File: src/rtl/iopt_pkg.sv
package iopt_pkg;
  localparam int VA_W      = 32;
  localparam int MA_W      = 36;
  localparam int PA_W      = 36;
  localparam int ENT_W     = 32;
  localparam int WIN_W     = 3;
  localparam int PG_SHIFT  = 12;
  localparam int WIN_MIN   = 24;
  localparam int ENT_VALID = 1;
  localparam int ENT_WRITE = 2;
  localparam int RD_FLAG   = 18;
  localparam logic [31:0] FLT_WORD = 32'hD082_0000;

  typedef enum logic [2:0] {
    ST_IDLE, ST_ISSUE, ST_WAIT, ST_CHECK, ST_RESP
  } walk_st_e;
endpackage

File: src/rtl/iopt_index.sv
module iopt_index #(
  parameter int VA_W    = 32,
  parameter int MA_W    = 36,
  parameter int WIN_W   = 3,
  parameter int PG      = 12,
  parameter int WIN_MIN = 24
) (
  input  logic [VA_W-1:0]  base,
  input  logic [WIN_W-1:0] win,
  input  logic [VA_W-1:0]  vaddr,
  output logic [MA_W-1:0]  pte_addr
);
  localparam int SH = MA_W - VA_W;

  logic [VA_W-1:0] low_mask;
  logic [VA_W-1:0] word_off;

  always_comb begin
    low_mask = ~({VA_W{1'b1}} << (WIN_MIN + int'(win)));
    word_off = ((vaddr & low_mask) >> PG) << 2;
    pte_addr = {base, {SH{1'b0}}} + MA_W'(word_off);
  end
endmodule

File: src/rtl/iopt_judge.sv
module iopt_judge
  import iopt_pkg::*;
#(
  parameter int VA_W  = 32,
  parameter int PA_W  = 36,
  parameter int ENT_W = 32,
  parameter int PG    = 12
) (
  input  logic [ENT_W-1:0] entry,
  input  logic [VA_W-1:0]  vaddr,
  input  logic             is_wr,
  output logic             fault,
  output logic [PA_W-1:0]  paddr,
  output logic [31:0]      status,
  output logic [VA_W-1:0]  faddr
);
  localparam int PFN_W   = PA_W - PG;
  localparam int PFN_LSB = ENT_W - PFN_W;

  always_comb begin
    fault  = !entry[ENT_VALID] || (is_wr && !entry[ENT_WRITE]);
    paddr  = {entry[ENT_W-1:PFN_LSB], vaddr[PG-1:0]};
    status = FLT_WORD;
    if (!is_wr) status[RD_FLAG] = 1'b1;
    faddr  = {vaddr[VA_W-1:PG], {PG{1'b0}}};
  end
endmodule

File: src/rtl/iopt_walker.sv
module iopt_walker
  import iopt_pkg::*;
#(
  parameter int VA_W  = iopt_pkg::VA_W,
  parameter int MA_W  = iopt_pkg::MA_W,
  parameter int PA_W  = iopt_pkg::PA_W,
  parameter int ENT_W = iopt_pkg::ENT_W,
  parameter int WIN_W = iopt_pkg::WIN_W
) (
  input  logic             clk,
  input  logic             rst_n,
  input  logic [VA_W-1:0]  cfg_base,
  input  logic [WIN_W-1:0] cfg_win,
  input  logic             req_valid,
  output logic             req_ready,
  input  logic [VA_W-1:0]  req_vaddr,
  input  logic             req_write,
  output logic             mem_req_valid,
  input  logic             mem_req_ready,
  output logic [MA_W-1:0]  mem_req_addr,
  input  logic             mem_rsp_valid,
  input  logic [ENT_W-1:0] mem_rsp_data,
  output logic             rsp_valid,
  input  logic             rsp_ready,
  output logic             rsp_fault,
  output logic [PA_W-1:0]  rsp_paddr,
  output logic             busy,
  output logic             flt_strobe,
  output logic [31:0]      flt_status,
  output logic [VA_W-1:0]  flt_addr
);
  walk_st_e         st_q;
  logic [VA_W-1:0]  va_q;
  logic             wr_q;
  logic [MA_W-1:0]  ea_q;
  logic [ENT_W-1:0] ent_q;
  logic             fault_q, strobe_q;
  logic [PA_W-1:0]  pa_q;
  logic [31:0]      stat_q;
  logic [VA_W-1:0]  fa_q;

  logic [MA_W-1:0]  ea_c;
  logic             fault_c;
  logic [PA_W-1:0]  pa_c;
  logic [31:0]      stat_c;
  logic [VA_W-1:0]  fa_c;

  iopt_index #(.VA_W(VA_W), .MA_W(MA_W), .WIN_W(WIN_W), .PG(PG_SHIFT), .WIN_MIN(WIN_MIN)) u_index (
    .base(cfg_base), .win(cfg_win), .vaddr(req_vaddr), .pte_addr(ea_c)
  );

  iopt_judge #(.VA_W(VA_W), .PA_W(PA_W), .ENT_W(ENT_W), .PG(PG_SHIFT)) u_judge (
    .entry(ent_q), .vaddr(va_q), .is_wr(wr_q),
    .fault(fault_c), .paddr(pa_c), .status(stat_c), .faddr(fa_c)
  );

  always_ff @(posedge clk or negedge rst_n) begin
    if (!rst_n) begin
      st_q     <= ST_IDLE;
      va_q     <= '0;
      wr_q     <= 1'b0;
      ea_q     <= '0;
      ent_q    <= '0;
      fault_q  <= 1'b0;
      strobe_q <= 1'b0;
      pa_q     <= '0;
      stat_q   <= '0;
      fa_q     <= '0;
    end else begin
      strobe_q <= 1'b0;
      case (st_q)
        ST_IDLE: if (req_valid) begin
          va_q <= req_vaddr;
          wr_q <= req_write;
          ea_q <= ea_c;
          st_q <= ST_ISSUE;
        end
        ST_ISSUE: if (mem_req_ready) st_q <= ST_WAIT;
        ST_WAIT: if (mem_rsp_valid) begin
          ent_q <= mem_rsp_data;
          st_q  <= ST_CHECK;
        end
        ST_CHECK: begin
          fault_q  <= fault_c;
          pa_q     <= fault_c ? '0 : pa_c;
          strobe_q <= fault_c;
          if (fault_c) begin
            stat_q <= stat_c;
            fa_q   <= fa_c;
          end
          st_q <= ST_RESP;
        end
        ST_RESP: if (rsp_ready) st_q <= ST_IDLE;
        default: st_q <= ST_IDLE;
      endcase
    end
  end

  assign req_ready     = (st_q == ST_IDLE);
  assign busy          = (st_q != ST_IDLE);
  assign mem_req_valid = (st_q == ST_ISSUE);
  assign mem_req_addr  = ea_q;
  assign rsp_valid     = (st_q == ST_RESP);
  assign rsp_fault     = fault_q;
  assign rsp_paddr     = pa_q;
  assign flt_strobe    = strobe_q;
  assign flt_status    = stat_q;
  assign flt_addr      = fa_q;

  AST_TAKE_BLOCKS: assert property (@(posedge clk) disable iff (!rst_n)
    req_valid && req_ready |=> busy && !req_ready);
  AST_FETCH_HOLD: assert property (@(posedge clk) disable iff (!rst_n)
    mem_req_valid && !mem_req_ready |=> mem_req_valid && $stable(mem_req_addr));
  AST_RSP_HOLD: assert property (@(posedge clk) disable iff (!rst_n)
    rsp_valid && !rsp_ready |=> rsp_valid && $stable(rsp_fault) && $stable(rsp_paddr));
  AST_FAULT_NO_PA: assert property (@(posedge clk) disable iff (!rst_n)
    rsp_valid && rsp_fault |-> rsp_paddr == '0);
  AST_STROBE_IN_RSP: assert property (@(posedge clk) disable iff (!rst_n)
    flt_strobe |-> rsp_valid && rsp_fault && !$past(rsp_valid));
  AST_STROBE_SINGLE: assert property (@(posedge clk) disable iff (!rst_n)
    flt_strobe |=> !flt_strobe);
  AST_RSP_LATENCY: assert property (@(posedge clk) disable iff (!rst_n)
    $rose(rsp_valid) |-> $past(mem_rsp_valid, 2));
endmodule

File: config.mk
export PLATFORM = sky130hd
export DESIGN_NAME = iopt_walker
export DESIGN_NICKNAME = d
export VERILOG_FILES = /design/src/rtl/iopt_pkg.sv /design/src/rtl/iopt_index.sv /design/src/rtl/iopt_judge.sv /design/src/rtl/iopt_walker.sv
export SDC_FILE = /design/constraint.sdc
export NUM_CORES = 1
export LEC_CHECK = 0
export ABC_AREA = 1
export BUFFER_PORTS_ARGS = -buffer_cell sky130_fd_sc_hd__buf_2
export CAP_MARGIN = 30
export CORE_MARGIN = 8
export CORE_UTILIZATION = 45
export CTS_CLUSTER_DIAMETER = 150
export DETAILED_ROUTE_END_ITERATION = 8
export GPL_TIMING_DRIVEN = 0
export PLACE_DENSITY = 0.77
export REMOVE_ABC_BUFFERS = 1
export SLEW_MARGIN = 20
export SYNTH_ARGS = -nofsm -noshare
export SYNTH_HDL_FRONTEND = slang
export SYNTH_SLANG_ARGS = --single-unit
File: constraint.sdc
create_clock -name clk -period 1.2 [get_ports clk]
set_input_delay 0 -clock clk [delete_from_list [all_inputs] [get_ports clk]]
set_output_delay 0 -clock clk [all_outputs]
set_load 0.02 [all_outputs]
Word level (Yosys, flattened, before mapping)
Cells that the tools add are included.
{"block": "totals", "out_inout_bits": 142, "wordCells": 41, "register_bits": 165, "in_bits": 106}
{"block": "op_classes", "eq_ne": 8, "n_shift": 1, "mux": 8, "n_bitwise": 2, "n_reduce_logical": 10, "n_addsub": 2}
{"op": "adder 36 x 22 -> 36 bit", "count": 1}
{"op": "two-way mux 36 bit", "count": 1}
{"op": "AND 32 bit", "count": 1}
{"op": "inverter 32 bit", "count": 1}
{"op": "<< shifter 32 x 32 -> 32 bit (first input constant)", "count": 1}
{"op": "case mux 3 bit (5 select lines)", "count": 1}
{"op": "two-way mux 3 bit", "count": 4}
{"op": "adder 5 x 3 -> 6 bit (first input constant)", "count": 1}
{"op": "equality test 3 x 2 -> 1 bit (second input constant)", "count": 2}
{"op": "AND reduction 2 bit", "count": 3}
{"op": "inequality test 2 x 1 -> 1 bit (second input constant)", "count": 2}
{"op": "inequality test 2 bit (second input constant)", "count": 2}
{"op": "AND reduction 4 bit", "count": 1}
{"op": "equality test 3 x 1 -> 1 bit (second input constant)", "count": 1}
{"op": "equality test 3 bit (second input constant)", "count": 1}
{"op": "zero test 3 bit", "count": 1}
{"op": "nonzero test 3 bit", "count": 1}
{"op": "zero test 1 bit", "count": 2}
{"op": "two-way mux 1 bit", "count": 2}
{"op": "logical AND 1 bit", "count": 1}
{"op": "logical OR 1 bit", "count": 1}

Depth between registers and ports, before layout
Gate-level depths: netlist of run 1.
{"block": "logic_depth", "word_depth": 5, "ltp_mapped": 14, "depth_no_buf": 14}

Cells and area by module
A second synthesis of run 1 with hierarchy kept.
{"block": "unflattened", "cells_unflattened": 1379, "hier_area_um2": 10586.4}
{"module": "iopt_walker", "seq_area_each_um2": 5154.9, "cells_each": 899, "n_inst": 1, "area_per_inst_um2": 8010.2}
{"module": "iopt_index", "seq_area_each_um2": 0.0, "cells_each": 375, "n_inst": 1, "area_per_inst_um2": 1810.5}
{"module": "iopt_judge", "seq_area_each_um2": 0.0, "cells_each": 105, "n_inst": 1, "area_per_inst_um2": 765.7}

Worst setup path after synthesis of run 1
Ideal clock, no wire load.
{"block": "synth_timing", "kind": "flip-flop to flip-flop", "startpoint": "reg st_q[1]", "endpoint": "reg st_q[0]", "period_less_slack_ns": 1.651, "t_required_ns": 1.073, "path_buffers": 0, "path_stages_with_launch": 6, "arrival_ns": 1.524, "path_slack_ns": -0.451, "setup_time_ns": 0.127, "cell_sequence": "dfrtp_1 > nor3_1 > inv_1 > or2_2 > o2111ai_1 > o21ai_0"}
{"block": "synth_via", "elab_chain_cells": 3, "elab_cells_between_ends": 11, "cone_classes": "eq/ne: 8; mux: 1; reduce/logical: 2"}
{"element": "start, declared", "line_no": "iopt_walker.sv:32", "source": "walk_st_e st_q;"}
{"element": "start signal, assigned", "line_no": "iopt_walker.sv:59", "source": "st_q <= ST_IDLE;"}
{"element": "start signal, assigned", "line_no": "iopt_walker.sv:76", "source": "st_q <= ST_ISSUE;"}
{"element": "start signal, assigned", "line_no": "iopt_walker.sv:78", "source": "ST_ISSUE: if (mem_req_ready) st_q <= ST_WAIT;"}
{"element": "equality test 3 x 1 -> 1 bit (*)"}
{"element": "via mem_req_valid", "line_no": "iopt_walker.sv:18", "source": "output logic mem_req_valid,"}
{"element": "inequality test 2 x 1 -> 1 bit (no line)"}
{"element": "AND reduction 4 bit (no line)"}
The timed path passes the listed nets; every way through them passes the cells marked *.
A chain may end at the register's enable or synchronous reset.

Worst setup path after layout of run 1
{"block": "layout_timing", "startpoint": "reg st_q[2]", "endpoint": "reg ent_q[2]"}
{"block": "layout_via", "elab_chain_cells": 2}
{"element": "equality test 3 x 2 -> 1 bit", "line_no": "iopt_walker.sv:71", "source": "case (st_q)"}
{"element": "AND reduction 2 bit (no line)"}
{"element": "end signal, assigned", "line_no": "iopt_walker.sv:80", "source": "ent_q <= mem_rsp_data;"}
{"element": "end, declared", "line_no": "iopt_walker.sv:36", "source": "logic [ENT_W-1:0] ent_q;"}
Every way passes these cells.

==> summary.txt, run 1 <==
Min path
  • Hold Path Cell Cnt: 3
  • Hold crit path type: input pin to register
  • Hold Startpoint: mem_rsp_valid
  • WHS Endpoint: st_q[1]$_DFFE_PN0P_

Setup path
  • CP most frequent cell: buf_4
  • Slowest stage cell, crit path: dfrtp_1
  • Delay of the slowest critical-path stage: roughly 0.40 ns
  • Cells on worst reg2reg path: 9
  • FF-to-FF Start: st_q[2]$_DFFE_PN0P_
  • CP max FO: 6
  • Critical path arrival: 1.93 ns
  • Startpoint types: register
  • Reg-to-reg endpoint: ent_q[2]$_DFFE_PN0P_
  • Critical path class: register to register
  • R2R setup slack: -0.44 ns
  • Worst endpoint required time: 1.50 ns
  • Crit-path cells: nor2_1 -> inv_2 -> buf_4 -> nor2_4 -> nand2_8 -> buf_6 -> buf_4 -> nor2_2 -> a21oi_1
  • Crit end category: register

Outcome
  • Outcome: finished with violations
  • Violated checks: negative setup slack

Global route
  • Total gr overflow: 0
  • Largest net degree at the start of global routing: 89
  • First-pass GRT wire length: 40.02 mm
  • Vias in the first global route: about 7800
  • Global Route Usage Sum: 0.2296
  • Initial antenna violation count: 0

Clock tree
  • TritonCTS Buffers: 17
  • Clk sinks: between 150 and 200
  • Clk buf depth: 2
  • CTS tree: yes
  • Worst-Skew Late Latency: 0.42 ns
  • H-tree lvl count: 4
  • Clk pin slew, worst setup/hold paths: 0.06 ns
  • Root buf cell: clkbuf_16

Power and ir drop
  • PwrDens: 2329 nW/um^2
  • Static Leak: approximately 6.3 nW
  • Peak VDD IR: 1.308 mV
  • Sequential power share: 0.322
  • Comb pwr share: 0.486
  • Cell Int Power: about 16 mW
  • Clock power share: 0.192
  • Switch share: 0.4267
  • Switching pwr: 11.59 mW
  • Pwr Total: 27.17 mW

Yosys
  • Register area share after synthesis: 0.4872
  • EDFF count, synth: 0
  • Synth area leaders: dfrtp_1, nand2_1, inv_1
  • Post-synthesis cell count: 1007
  • Synth async-reset ratio: 1.000
  • Most used DFF post-synth: dfrtp_1
  • Yosys warns: 0
  • Count of state elements after synthesis: 154
  • Cell taking the most area after synthesis: dfrtp_1
  • Synth top area share: 0.4872
  • Post-Syn Area: between 7000 and 8000 sq um
  • Syn Area/Cell: 7.855 sq um
  • Post-synth cell types: 32

Timing
  • Min cycle time layout: 1.635 ns
  • Sum Neg Setup Slack: -42.72 ns
  • Worst slew pin tran: 0.5247 ns
  • Skew final: just under 0.009 ns
  • Worst hold slack: ~0.046 ns
  • Slew headroom: 0.6502
  • Final setup vio count: about 160
  • Final hold violations: 0
  • Period utilization: 1.363
  • RSZ-0062 raised after global routing: yes
  • Final setup margin: -0.4353 ns
  • Highest clock rate: 0.6115 GHz
  • Max Slew Vio Count: 0

Route
  • DR iter-0 viols: 468
  • Metal3 WL: ~1.8 mm
  • Met2 WL: 14.06 mm
  • Highest metal used: met4
  • DR WL/cell: 17.60 um
  • Final WL: 27.63 mm
  • Vias per inst: about 5
  • Met1 wire length: 10.86 mm
  • Routed Antenna Nets: 0
  • DRC errors left: 0
  • Via count: between 7000 and 8000
  • Router iterations before antenna repair: 5

Run
  • Max-cap violations: 0

Final layout
  • Fin area: 11660 sq um
  • Diode count: 0
  • Commonest non-fill, non-tap cell in the layout: nand2_1
  • Fin util: 0.6767
  • Non-Filler Instances: 1570
  • Area Overhead vs Synth: 47.45%
  • Most frequent cells in the layout: nand2_1, buf_2, dfrtp_1
  • Fin nets: 1456
  • Proportion of layout cells with a drive suffix above 1: 0.3056

Die
  • Io pins: 248
  • Die area: about 22000 sq um
  • # rows: 48
  • Chip Width: 148.6 um
  • Die Ht: 148.6 um
  • Starting Density: 0.4589
  • Core Region: 17240 sq um

Place
  • Detail Placement HPWL: ~16 mm
  • Worst slack, placed: -0.8451 ns
  • DP Area: 8895 sq um
  • Placed cell count: about 1400
  • I/O Buffers: 201
  • Global placer's final weighted congestion: 0.9040
## state kept, by name, indices dropped and copies added (netlist names)
register,count
rsp_paddr,36
mem_req_addr,32
va_q,32
ent_q,26
flt_addr,20
st_q,3
flt_status,2
flt_strobe,1
rsp_fault,1
wr_q,1
## synth_stat cells, types with 12 or more instances
cell type	instances
nand2_1	365
dfrtp_1	154
inv_1	122
nor2_1	66
buf_4	50
o21ai_1	46
a21oi_1	36
nand3_1	35
o21ai_0	29
ha_1	17
xnor2_1	14
buf_6	12
## critical path: cells and delay by family, from the launching register on
family                 cells  cell delay (ns)
buffers and inverters      4             0.51
flip-flops                 1             0.40
AO/OA/AOI/OAI              1             0.06
AND/OR/NAND/NOR            4             0.54
## cells by family (layout without fill, tap and decap cells)
family / after synthesis / after routing / share of synthesized area
AND/OR/NAND/NOR: 492 / 499 / 0.2494
buffers and inverters: 203 / 495 / 0.1329
flip-flops: 154 / 154 / 0.4872
AO/OA/AOI/OAI: 123 / 123 / 0.08257
adder cells (fa/ha/maj): 18 / 18 / 0.02942
XOR/XNOR: 15 / 15 / 0.01661
other: 1 / 40 / 0.0004741
multiplexers: 1 / 1 / 0.001423
## cell type report
cell class,count,area (sq um)
repair buffers,332,2665
well taps,225,281.5
repair inverters,4,51.30
multi-input cells,696,3721
fillers,1316,5573
flip-flops and latches,154,3856
clock inverters,14,135.1
inverters,127,524.3
clock buffers,18,429.2
## power by group through the flow
stage / Sequential [mW] / Combinational [mW] / Clock [mW]
floorplan: 10.4 / 3.88 / 0
finish: 8.76 / 13.2 / 5.21
global route: 9.01 / 14.2 / 5.50
detailed placement: 8.68 / 9.14 / 0
global placement: 8.58 / 8.73 / 0
CTS: 8.68 / 11.5 / 5.29
## metal layers
| layer | track usage | vias up |
|---|---|---|
| li1 | - | 3709 |
| met1 | 0.2743 | 3643 |
| met2 | 0.4020 | 306 |
| met3 | 0.05196 | 57 |
| met4 | 0.07037 | 0 |
| met5 | 0 | - |
## what timing repair did
| action | in CTS | in global routing |
|---|---|---|
| setup buffers | 25 | 12 |
| endpoints found under the hold margin | 144 | 0 |
| gates resized for setup | 90 | 115 |
| endpoints found under the setup margin | 158 | 158 |
| hold buffers | 79 | 0 |
| pin swaps | 8 | 31 |
| cloned | 14 | 9 |
## worst max path at each step
stage | from | end | cells past startpoint
4_1_cts | st_q[0]$_DFFE_PN0P_ | va_q[2]$_DFFE_PN0P_ | 9
5_1_grt | st_q[2]$_DFFE_PN0P_ | ent_q[2]$_DFFE_PN0P_ | 9
2_1_floorplan | st_q[2]$_DFFE_PN0P_ | mem_req_addr[6]$_DFFE_PN0P_ | 8
3_3_place_gp | rst_n | va_q[13]$_DFFE_PN0P_ | 1
6_report | st_q[2]$_DFFE_PN0P_ | ent_q[2]$_DFFE_PN0P_ | 9
3_5_place_dp | st_q[1]$_DFFE_PN0P_ | rsp_paddr[0]$_DFFE_PN0P_ | 4
(Power assumes the default switching activity.)
==> run 2: changes to the inputs <==
--- a/config.mk
+++ b/config.mk
@@ -5,14 +5,15 @@
 export SDC_FILE = /design/constraint.sdc
 export NUM_CORES = 1
 export LEC_CHECK = 0
-export ABC_AREA = 1
 export BUFFER_PORTS_ARGS = -buffer_cell sky130_fd_sc_hd__buf_2
 export CAP_MARGIN = 30
 export CORE_MARGIN = 8
 export CORE_UTILIZATION = 45
+export CTS_BUF_LIST = sky130_fd_sc_hd__clkbuf_8
 export CTS_CLUSTER_DIAMETER = 150
 export DETAILED_ROUTE_END_ITERATION = 8
 export GPL_TIMING_DRIVEN = 0
+export HOLD_SLACK_MARGIN = 0.12
 export PLACE_DENSITY = 0.77
 export REMOVE_ABC_BUFFERS = 1
 export SLEW_MARGIN = 20
==> run 2 against run 1 <==
The flow still finishes with violations (negative setup slack). Largest cell class is now multi-input combinational cells. Worst setup slack worse by 0.24 ns. Wire length is 9.0% higher. Non-clock buffer count is 57 higher. Power is 2.3% higher.
==> summary.txt, run 2 <==
Setup path
  • Crit path launch: cfg_win[2]
  • FF-to-FF Start: st_q[2]$_DFFE_PN0P_
  • Delay of the slowest critical-path stage: 0.32 ns (-0.08 ns)
  • CP delay by family, top: compound AO/OA/AOI/OAI gates
  • Cells on worst reg2reg path: 10 (+1)
  • Critical path class: input pin to register
  • Crit-path cells: buf_8 -> o31a_1 -> ha_4 -> nand4_1 -> o211ai_1 -> nand4_1 -> a31o_4 -> buf_4 -> o31ai_1 -> a31oi_1
  • CP most frequent cell: nand4_1
  • Startpoint types: input pin
  • Critical path arrival: 2.20 ns (+0.27 ns)
  • CP max FO: 7 (+1)
  • Reg-to-reg endpoint: mem_req_addr[31]$_DFFE_PN0P_
  • Slowest stage cell, crit path: o31a_1
  • R2R setup slack: -0.51 ns (-0.07 ns)
  • Worst endpoint required time: 1.53 ns (+0.03 ns)
  • Bufs and invs on worst path: 2 (-2)
  • Crit end category: register

Route
  • DR iter-0 viols: 589 (+26%)
  • Via count: 7391 (-4.2%)
  • DRC errors left: 0 (unchanged)
  • DR WL/cell: 23.09 um (+31%)
  • Router iterations before antenna repair: 5 (unchanged)
  • Final WL: 30.11 mm (+9.0%)
  • Vias per inst: 5.668 (+15%)
  • Routed Antenna Nets: 0 (unchanged)

Final layout
  • Proportion of layout cells with a drive suffix above 1: 0.4746 (+0.1690)
  • Area of the multi-input gates: 4249 sq um (+14%)
  • Commonest non-fill, non-tap cell in the layout: buf_2
  • Most frequent cells in the layout: buf_2, dfrtp_1, dlygate4sd3_1
  • Area Overhead vs Synth: 64.59%
  • Filler Cells Inserted: 1005 (-24%)
  • Fin util: 0.7445 (+0.06777)
  • Largest register FFs: 36 (unchanged)
  • Fin nets: 1195 (-18%)
  • Flip-flop and latch area: 3857 sq um (about the same)

Yosys
  • EDFF count, synth: 0 (unchanged)
  • Register area share after synthesis: 0.5212 (+0.03396)
  • Cell with the most instances after synthesis: dfrtp_1
  • Post-synth cell types: 61 (+91%)
  • Synth area leaders: dfrtp_1, nand2_1, mux2_2
  • Post-Syn Area: 7395 sq um (-6.5%)
  • Post-synthesis cell count: 704 (-30%)
  • Synth async-reset ratio: 1.000 (unchanged)
  • Most used DFF post-synth: dfrtp_1
  • Commonest cells in the netlist: dfrtp_1, nand2_1, mux2_2
  • Cell taking the most area after synthesis: dfrtp_1
  • Syn Area/Cell: 10.50 sq um (+34%)
  • Count of state elements after synthesis: 154 (unchanged)
  • Yosys warns: 0 (unchanged)
  • Synth top area share: 0.5212 (+0.03396)

Global route
  • Initial antenna violation count: 2 (+2)
  • First-pass GRT wire length: 42.39 mm (+5.9%)
  • Global Route Usage Sum: 0.2663 (+0.03673)
  • Total gr overflow: 0 (unchanged)
  • Largest net degree at the start of global routing: 86 (-3.4%)
  • Vias in the first global route: 7604 (-2.1%)

Power and ir drop
  • Sequential power share: 0.334 (+0.012)
  • Peak VDD IR: 1.126 mV (-14%)
  • Static Leak: 5.931 nW (-5.9%)
  • PwrDens: 2285 nW/um^2 (-1.9%)
  • Pwr Total: 27.80 mW (+2.3%)
  • Clock power share: 0.136 (-0.056)
  • Switch share: 0.4175 (-0.009280)
  • Comb pwr share: 0.530 (+0.044)
  • Switching pwr: 11.61 mW (+0.12%)
  • Cell Int Power: 16.20 mW (+4.0%)

Die
  • Die area: 20790 sq um (-5.8%)
  • Io pins: 248 (unchanged)
  • Chip Width: 144.2 um (-3.0%)
  • Core Region: 16350 sq um (-5.2%)
  • Starting Density: 0.4523 (-0.006595)
  • # rows: 47 (-2.1%)
  • Die Ht: 144.2 um (-3.0%)

Run
  • Max-cap violations: 0 (unchanged)

Clock tree
  • H-tree lvl count: 4 (unchanged)
  • Worst-Skew Late Latency: 0.46 ns (+0.04 ns)
  • TritonCTS Buffers: 17 (unchanged)
  • Clk sinks: 154 (unchanged)
  • Clk buf depth: 2 (unchanged)
  • CTS tree: yes
  • Root buf cell: clkbuf_8
  • Clk pin slew, worst setup/hold paths: 0.09 ns (+0.03 ns)

Timing
  • Max Slew Vio Count: 0 (unchanged)
  • Worst slew pin tran: 0.6917 ns (+0.1670 ns)
  • Final setup margin: -0.6717 ns (-0.2365 ns)
  • Period utilization: 1.560 (+0.1971)
  • Final setup vio count: 156 (-1.3%)
  • Skew final: 0.01799 ns (+0.009135 ns)
  • Final hold violations: 0 (unchanged)
  • RSZ-0062 raised after global routing: yes
  • Min cycle time layout: 1.872 ns (+0.2365 ns)
  • Slew headroom: 0.5340 (-0.1162)
  • Worst hold slack: 0.1113 ns (+0.06509 ns)
  • Highest clock rate: 0.5343 GHz (-13%)

Outcome
  • Violated checks: negative setup slack
  • Outcome: finished with violations

Place
  • Global placer's final weighted congestion: 0.8200 (-9.3%)
  • Detail Placement HPWL: 14.98 mm (-4.3%)
  • I/O Buffers: 201 (unchanged)

Min path
  • Hold crit path type: input pin to async pin
run 2: what timing repair did:
action	CTS	global route
gates resized for setup	216	136
setup buffers	57	27
pin swaps	70	89
hold endpoints to repair	245	2
hold buffers	97	1
cloned	13	6
setup endpoints to repair	156	156
run 2: layout make-up:
cell class	instances	area share
sequential	154	0.3170
multi-input combinational	503	0.3491
timing repair buffer	389	0.2791
clock buffer	18	0.02036
clock inverter	13	0.009150
antenna	1	0.0002056
tap	220	0.02262
inverter	6	0.002467
run 2: kinds of logic after synthesis:
family / after synthesis / share of synthesized area
AND/OR/NAND/NOR: 228 / 0.1399
flip-flops: 154 / 0.5212
AO/OA/AOI/OAI: 146 / 0.1411
buffers and inverters: 89 / 0.06903
multiplexers: 49 / 0.07428
XOR/XNOR: 19 / 0.02250
adder cells (fa/ha/maj): 18 / 0.03147
other: 1 / 0.0005071
run 2: metal layers:
layer  track usage  share of wire
met1        0.3031           0.36
met4        0.1369          0.056
met5             0         0.0011
met2        0.4551           0.50
met3       0.06834          0.081
run 2: worst max-delay path by stage:
stage | end | slack (ns) | cells past startpoint
after floorplan | mem_req_addr[31]$_DFFE_PN0P_ | -2.50 | 6
after global placement | mem_req_addr[31]$_DFFE_PN0P_ | -3.56 | 6
after detailed placement | mem_req_addr[29]$_DFFE_PN0P_ | -1.37 | 9
after CTS | mem_req_addr[20]$_DFFE_PN0P_ | -0.67 | 10
after global routing | mem_req_addr[29]$_DFFE_PN0P_ | -0.73 | 9
final | mem_req_addr[29]$_DFFE_PN0P_ | -0.67 | 10
run 2: power by group through the flow:
stage / Combinational, mW / Clock (mW) / Sequential, mW
global placement: 8.23 / 0 / 8.84
detailed placement: 9.13 / 0 / 9.03
global route: 15.5 / 4.02 / 9.50
CTS: 13.1 / 3.77 / 8.98
floorplan: 3.83 / 0 / 10.6
finish: 14.7 / 3.77 / 9.29
run 2: through the flow:
stage                     cells  setup TNS [ns]  instance area [sq um]  setup slack (ns)
after floorplan             660         -259.72                   7053            -2.499
after global placement     1081         -752.21                   8334            -3.556
after detailed placement   1089         -146.64                   8552            -1.372
after CTS                  1285          -56.79                  11500           -0.6652
after global routing       1303          -67.84                  12170           -0.7295
final                      1304          -60.42                  12170           -0.6717
